===== src/rtl/rtc_trim_pkg.sv =====
package rtc_trim_pkg;
  localparam int ADDR_W = 2;
  localparam int DATA_W = 32;

  typedef enum logic [ADDR_W-1:0] {
    SEL_CTRL = 2'd0,
    SEL_TRIM = 2'd1,
    SEL_SECS = 2'd2
  } reg_sel_e;
endpackage


===== src/rtl/rtc_trim_regs.sv =====
module rtc_trim_regs
  import rtc_trim_pkg::*;
#(
  parameter int          DIV_W   = 16,
  parameter logic [15:0] NOMINAL = 16'h7FFF
) (
  input  logic              clk,
  input  logic              rst_n,
  input  logic              bus_wr,
  input  logic [ADDR_W-1:0] bus_addr,
  input  logic [DATA_W-1:0] bus_wdata,
  input  logic              bus_wr_rdy,
  output logic              run_o,
  output logic [DIV_W-1:0]  trim_o,
  output logic              secs_load_o,
  output logic [DATA_W-1:0] secs_val_o
);
  logic             wr_ok;
  logic             run_q, run_d;
  logic [DIV_W-1:0] trim_q, trim_d;

  assign wr_ok = bus_wr && bus_wr_rdy;

  always_comb begin
    run_d  = run_q;
    trim_d = trim_q;
    if (wr_ok && bus_addr == SEL_CTRL) run_d  = bus_wdata[0];
    if (wr_ok && bus_addr == SEL_TRIM) trim_d = bus_wdata[DIV_W-1:0];
  end

  always_ff @(posedge clk or negedge rst_n) begin
    if (!rst_n) begin
      run_q  <= 1'b0;
      trim_q <= NOMINAL[DIV_W-1:0];
    end else begin
      run_q  <= run_d;
      trim_q <= trim_d;
    end
  end

  assign run_o       = run_q;
  assign trim_o      = trim_q;
  assign secs_load_o = wr_ok && (bus_addr == SEL_SECS);
  assign secs_val_o  = bus_wdata;

  // no register moves without a qualified write
  a_r6_no_unready_write: assert property (@(posedge clk) disable iff (!rst_n)
    !(bus_wr && bus_wr_rdy) |=> $stable(run_q) && $stable(trim_q));
endmodule


===== src/rtl/rtc_trim_prediv.sv =====
module rtc_trim_prediv #(
  parameter int          DIV_W   = 16,
  parameter logic [15:0] NOMINAL = 16'h7FFF,
  parameter int          WIN_W   = 6
) (
  input  logic             clk,
  input  logic             rst_n,
  input  logic             run_i,
  input  logic [DIV_W-1:0] trim_i,
  output logic             tick_o
);
  localparam logic [WIN_W-1:0] WIN_LAST  = {WIN_W{1'b1}};
  localparam logic [WIN_W-1:0] TRIM_PREV = WIN_LAST - 1'b1;

  logic [DIV_W-1:0] cnt_q, cnt_d;
  logic [WIN_W-1:0] win_q, win_d;
  logic             tick;
  logic [DIV_W-1:0] reload;

  assign tick   = run_i && (cnt_q == '0);
  // trim is sampled at the end of the second before the window's last
  assign reload = (win_q == TRIM_PREV) ? trim_i : NOMINAL[DIV_W-1:0];

  always_comb begin
    cnt_d = cnt_q;
    win_d = win_q;
    if (tick) begin
      cnt_d = reload;
      win_d = win_q + 1'b1;
    end else if (run_i) begin
      cnt_d = cnt_q - 1'b1;
    end
  end

  always_ff @(posedge clk or negedge rst_n) begin
    if (!rst_n) begin
      cnt_q <= NOMINAL[DIV_W-1:0];
      win_q <= '0;
    end else begin
      cnt_q <= cnt_d;
      win_q <= win_d;
    end
  end

  assign tick_o = tick;

  // running counter steps down by one between ticks
  a_r2_step_down: assert property (@(posedge clk) disable iff (!rst_n)
    run_i && cnt_q != '0 |=> cnt_q == $past(cnt_q) - 1'b1);
  // a tick reloads either the nominal or the trim value
  a_r3_reload_value: assert property (@(posedge clk) disable iff (!rst_n)
    tick_o |=> cnt_q == NOMINAL[DIV_W-1:0] || cnt_q == $past(trim_i));
  // window index wraps after its last second
  a_r3_window_wrap: assert property (@(posedge clk) disable iff (!rst_n)
    tick_o && win_q == WIN_LAST |=> win_q == '0);
  // stopped predivider holds
  a_r9_hold_prediv: assert property (@(posedge clk) disable iff (!rst_n)
    !run_i |=> $stable(cnt_q) && $stable(win_q));
endmodule


===== src/rtl/rtc_trim_seconds.sv =====
module rtc_trim_seconds #(
  parameter int CNT_W = 32
) (
  input  logic             clk,
  input  logic             rst_n,
  input  logic             tick_i,
  input  logic             load_i,
  input  logic [CNT_W-1:0] load_val_i,
  output logic [CNT_W-1:0] count_o
);
  logic [CNT_W-1:0] count_q, count_d;

  always_comb begin
    count_d = count_q;
    if (load_i)      count_d = load_val_i;
    else if (tick_i) count_d = count_q + 1'b1;
  end

  always_ff @(posedge clk or negedge rst_n) begin
    if (!rst_n) count_q <= '0;
    else        count_q <= count_d;
  end

  assign count_o = count_q;

  // tick increments modulo 2^CNT_W
  a_r8_increment: assert property (@(posedge clk) disable iff (!rst_n)
    tick_i && !load_i |=> count_q == $past(count_q) + 1'b1);
  // preset wins
  a_r8_load_wins: assert property (@(posedge clk) disable iff (!rst_n)
    load_i |=> count_q == $past(load_val_i));
  // no tick, no load, no change
  a_r9_hold_count: assert property (@(posedge clk) disable iff (!rst_n)
    !tick_i && !load_i |=> $stable(count_q));
endmodule


===== src/rtl/rtc_trim_divider.sv =====
module rtc_trim_divider
  import rtc_trim_pkg::*;
#(
  parameter int          DIV_W   = 16,
  parameter logic [15:0] NOMINAL = 16'h7FFF,
  parameter int          WIN_W   = 6
) (
  input  logic              clk,
  input  logic              rst_n,
  input  logic              bus_wr,
  input  logic [ADDR_W-1:0] bus_addr,
  input  logic [DATA_W-1:0] bus_wdata,
  input  logic              bus_wr_rdy,
  output logic              sec_tick,
  output logic [DATA_W-1:0] sec_count
);
  logic              run;
  logic [DIV_W-1:0]  trim;
  logic              secs_load;
  logic [DATA_W-1:0] secs_val;
  logic              tick;

  rtc_trim_regs #(.DIV_W(DIV_W), .NOMINAL(NOMINAL)) u_regs (
    .clk(clk), .rst_n(rst_n), .bus_wr(bus_wr), .bus_addr(bus_addr),
    .bus_wdata(bus_wdata), .bus_wr_rdy(bus_wr_rdy),
    .run_o(run), .trim_o(trim), .secs_load_o(secs_load), .secs_val_o(secs_val)
  );

  rtc_trim_prediv #(.DIV_W(DIV_W), .NOMINAL(NOMINAL), .WIN_W(WIN_W)) u_prediv (
    .clk(clk), .rst_n(rst_n), .run_i(run), .trim_i(trim), .tick_o(tick)
  );

  rtc_trim_seconds #(.CNT_W(DATA_W)) u_secs (
    .clk(clk), .rst_n(rst_n), .tick_i(tick), .load_i(secs_load),
    .load_val_i(secs_val), .count_o(sec_count)
  );

  assign sec_tick = tick;

  // no tick while stopped
  a_r9_no_tick_stopped: assert property (@(posedge clk) disable iff (!rst_n)
    !run |-> !sec_tick);
endmodule


===== config.mk =====
export PLATFORM = sky130hd
export DESIGN_NAME = rtc_trim_divider
export DESIGN_NICKNAME = d
export VERILOG_FILES = /design/src/rtl/rtc_trim_pkg.sv /design/src/rtl/rtc_trim_regs.sv /design/src/rtl/rtc_trim_prediv.sv /design/src/rtl/rtc_trim_seconds.sv /design/src/rtl/rtc_trim_divider.sv
export SDC_FILE = /design/constraint.sdc
export NUM_CORES = 1
export LEC_CHECK = 0
export ABC_AREA = 1
export BUFFER_PORTS_ARGS = -buffer_cell sky130_fd_sc_hd__buf_2
export CORE_MARGIN = 4
export CORE_UTILIZATION = 58
export DETAILED_ROUTE_END_ITERATION = 8
export GPL_TIMING_DRIVEN = 1
export PLACE_DENSITY = 0.81
export SYNTH_ARGS = -nofsm -noshare
export SYNTH_HDL_FRONTEND = slang
export SYNTH_HIERARCHICAL = 1
export SYNTH_SLANG_ARGS = --single-unit
export TNS_END_PERCENT = 20

===== constraint.sdc =====
create_clock -name clk -period 2.4 [get_ports clk]
set_input_delay 0.48 -clock clk [delete_from_list [all_inputs] [get_ports clk]]
set_output_delay 0.48 -clock clk [all_outputs]
set_load 0.02 [all_outputs]

==> metrics <==
worst skew pair latency 0.35 ns; CTS clk-pin slew, worst paths 0.08 ns; width of the die 99.5 um; largest net degree at the start of global routing between 40 and 50; Arrival @ worst endpoint between 1.5 and 2 ns; final setup fails 0; total CTS buffers 9; Hold Fails Final Rpt 0; drt pass-1 iters 5; Mapped Area 4860 um2; CP bufs+invs 2; upper clock frequency limit 0.436 GHz; Total Wirelength between 10000 and 15000 um; # IOs between 70 and 80; Core ar. around 8200 um2; Post-synth EDFFs 0; port bufs 70; P per Cell Area between 800 and 900 nW/um2; top post-synthesis cells by area dfrtp_1 21%, nand2_1 17%, dfstp_2 16%, nand3_1 7.3%, nor2_1 5.8%; post-layout min period about 2.3 ns; Worst Path Required 1.92 ns; share of layout cells above drive strength 1 0.241; dpl cell area 5080 um2; gr ovfl total 0; switch share 0.364; CP startpoint kind flip-flop; P&R area growth vs syn 10.9%; GRT Total Usage 0.256; crit-path cells inv_1 > ha_2 > nand3_2 > nor2_8 > nand2_4 > nor2_8 > buf_4; Worst Tran Pin Value 0.629 ns; CP max stage delay 0.38 ns; TritonCTS sink count slightly above 70; final antenna-violating net count 0; drt wl/cell 14.9 um; RSZ-0062 raised after global routing false; Sw Pwr 1660 uW; final instance area 5390 um2; outcome finished clean; diodes inserted 0; GPL Wtd Cong between 0.9 and 1; Post-synth top cells 216 x nand2_1, 75 x nor2_1, 71 x nand3_1; Final Slew Violations 0; Nets 755; top_reg_cell synth dfrtp_1; clock power share 0.292; Crit-path slowest cell dfstp_2; Die Ht 99.5 um; Avg Cell Area, Syn 7.27 um2; vias in the first global route 4349; power after layout 4560 uW; top cell type's share of synthesized area 0.211; maximum vdd ir drop approximately 0.40 mV; cell family with most CP delay simple AND/OR/NAND/NOR gates; Via density around 5.6; DRT iter0 DRCs 314; slew margin rel. 0.581; die area just under 10000 um2; Crit. End Element output pin; critical path type reg -> out; synthesized flop and latch total 71; Post-Syn Nets 712; dpl cells about 800; # rows 33; LEAKAGE about 0.0027 uW; antenna violations before repair 0; sequential share of power 0.415; post-synthesis sequential area ratio 0.373; CTS tree done; maximum net fanout on the critical path 7; max cap viols 0; period utilization 0.955; worst-case clock skew 0.0100 ns; cts hold-fix bufs 0; setup TNS 0 ns; DP HPWL approximately 8800 um; DRC 0; CTS Root Cell clkbuf_8; Post-Synthesis Cells between 600 and 700; count leader, synth nand2_1; post-synth top area cell dfrtp_1; combinational power share 0.293; Distinct cells, synth 35; YS warnings 6; critical path's most frequent cell nor2_8; Tightest Hold Check Type in -> async; Initial Util 0.595; final non-filler cell total ~800; DR vias 4570; maximum level of the CTS H-tree 3; Pint 2900 uW; CTS Buffer Depth 2; first-pass GRT wire length 20600 um; asr flop ratio synth 1.00
==> cell usage in the layout (no fill, tap or decap), types with 5 or more instances in the layout <==
| cell type | n |
|---|---|
| nand2_2 | 10 |
| nor2_2 | 12 |
| clkbuf_8 | 9 |
| a22oi_1 | 25 |
| nand2_4 | 5 |
| nor2_4 | 10 |
| buf_2 | 69 |
| o21ai_0 | 19 |
| nand4_1 | 6 |
| nor2_1 | 73 |
| inv_1 | 47 |
| nand3_1 | 71 |
| dfstp_2 | 30 |
| xor2_1 | 13 |
| dfrtp_1 | 41 |
| nand2_1 | 216 |
| buf_4 | 9 |
==> final timing paths <==
| check | startpoint | depth (start not counted) | slack [ns] | to |
|---|---|---|---|---|
| min | rst_n | 1 | 0.15 | u_prediv/win_q[4] |
| min reg2reg | u_regs/trim_o[9] | 2 | 0.46 | u_regs/trim_o[9] |
| max in group asynchronous | rst_n | 2 | 1.53 | u_regs/trim_o[13] |
| max | u_prediv/cnt_q[0] | 7 | 0.11 | sec_tick |
| min in group clk | bus_wdata[16] | 3 | 0.35 | u_secs/count_o[16] |
| max reg2reg | u_prediv/cnt_q[0] | 11 | 0.25 | u_secs/count_o[14] |
==> routing by layer <==
metal,up-vias,part of all wire,track usage
li1,2200,-,-
met1,2145,0.41,0.332
met2,201,0.49,0.425
met3,24,0.074,0.0407
met4,0,0.021,0.112
met5,-,0,0
==> layout make-up <==
type	instances	area (um2)
clock buffers	11	153
flip-flops and latches	71	1810
clock inverters	5	126
repair buffers	79	433
inverters	52	195
multi-input cells	499	2540
fillers	694	2790
well taps	105	131
==> power by group through the flow <==
stage | logic (uW) | clock network, uW | registers [uW]
after floorplan | 881 | 0 | 1950
after global placement | 1270 | 0 | 1890
after detailed placement | 1320 | 0 | 1910
after CTS | 1330 | 1340 | 1890
after global routing | 1500 | 1400 | 1950
final | 1340 | 1330 | 1900
==> registers in the layout, summed over array words and instances, names as in the netlist <==
name / cells
u_regs/trim_o: 16
u_regs/run_o: 1
u_secs/count_o: 32
u_prediv/cnt_q: 16
u_prediv/win_q: 6
==> kinds of logic (layout without fill, tap and decap cells) <==
group | count (synthesis) | count (layout) | share of synthesized area
xor gates and xnor gates | 16 | 16 | 0.0288
adders and majority gates | 5 | 5 | 0.0129
and+or+nand+nor | 417 | 417 | 0.397
buffers and inverters | 99 | 147 | 0.106
AOI/OAI and AO/OA | 61 | 61 | 0.0813
DFF | 71 | 71 | 0.373
==> stage by stage <==
stage / utilization / hold slack, ns / worst slack, ns
after global placement: 0.622 / 0.450 / 0.308
final: 0.659 / 0.149 / 0.107
after floorplan: - / 0.184 / 0.541
after CTS: 0.656 / 0.156 / 0.00840
after detailed placement: 0.622 / 0.451 / 0.228
after global routing: 0.659 / 0.190 / 0.0147
==> what timing repair did <==
action / 4_1_cts / 5_1_grt
setup endpoints to repair: 0 / 1
gates resized for setup: 0 / 2
setup buffers: 0 / 3
Note: power is estimated with default switching activity, not from simulation.
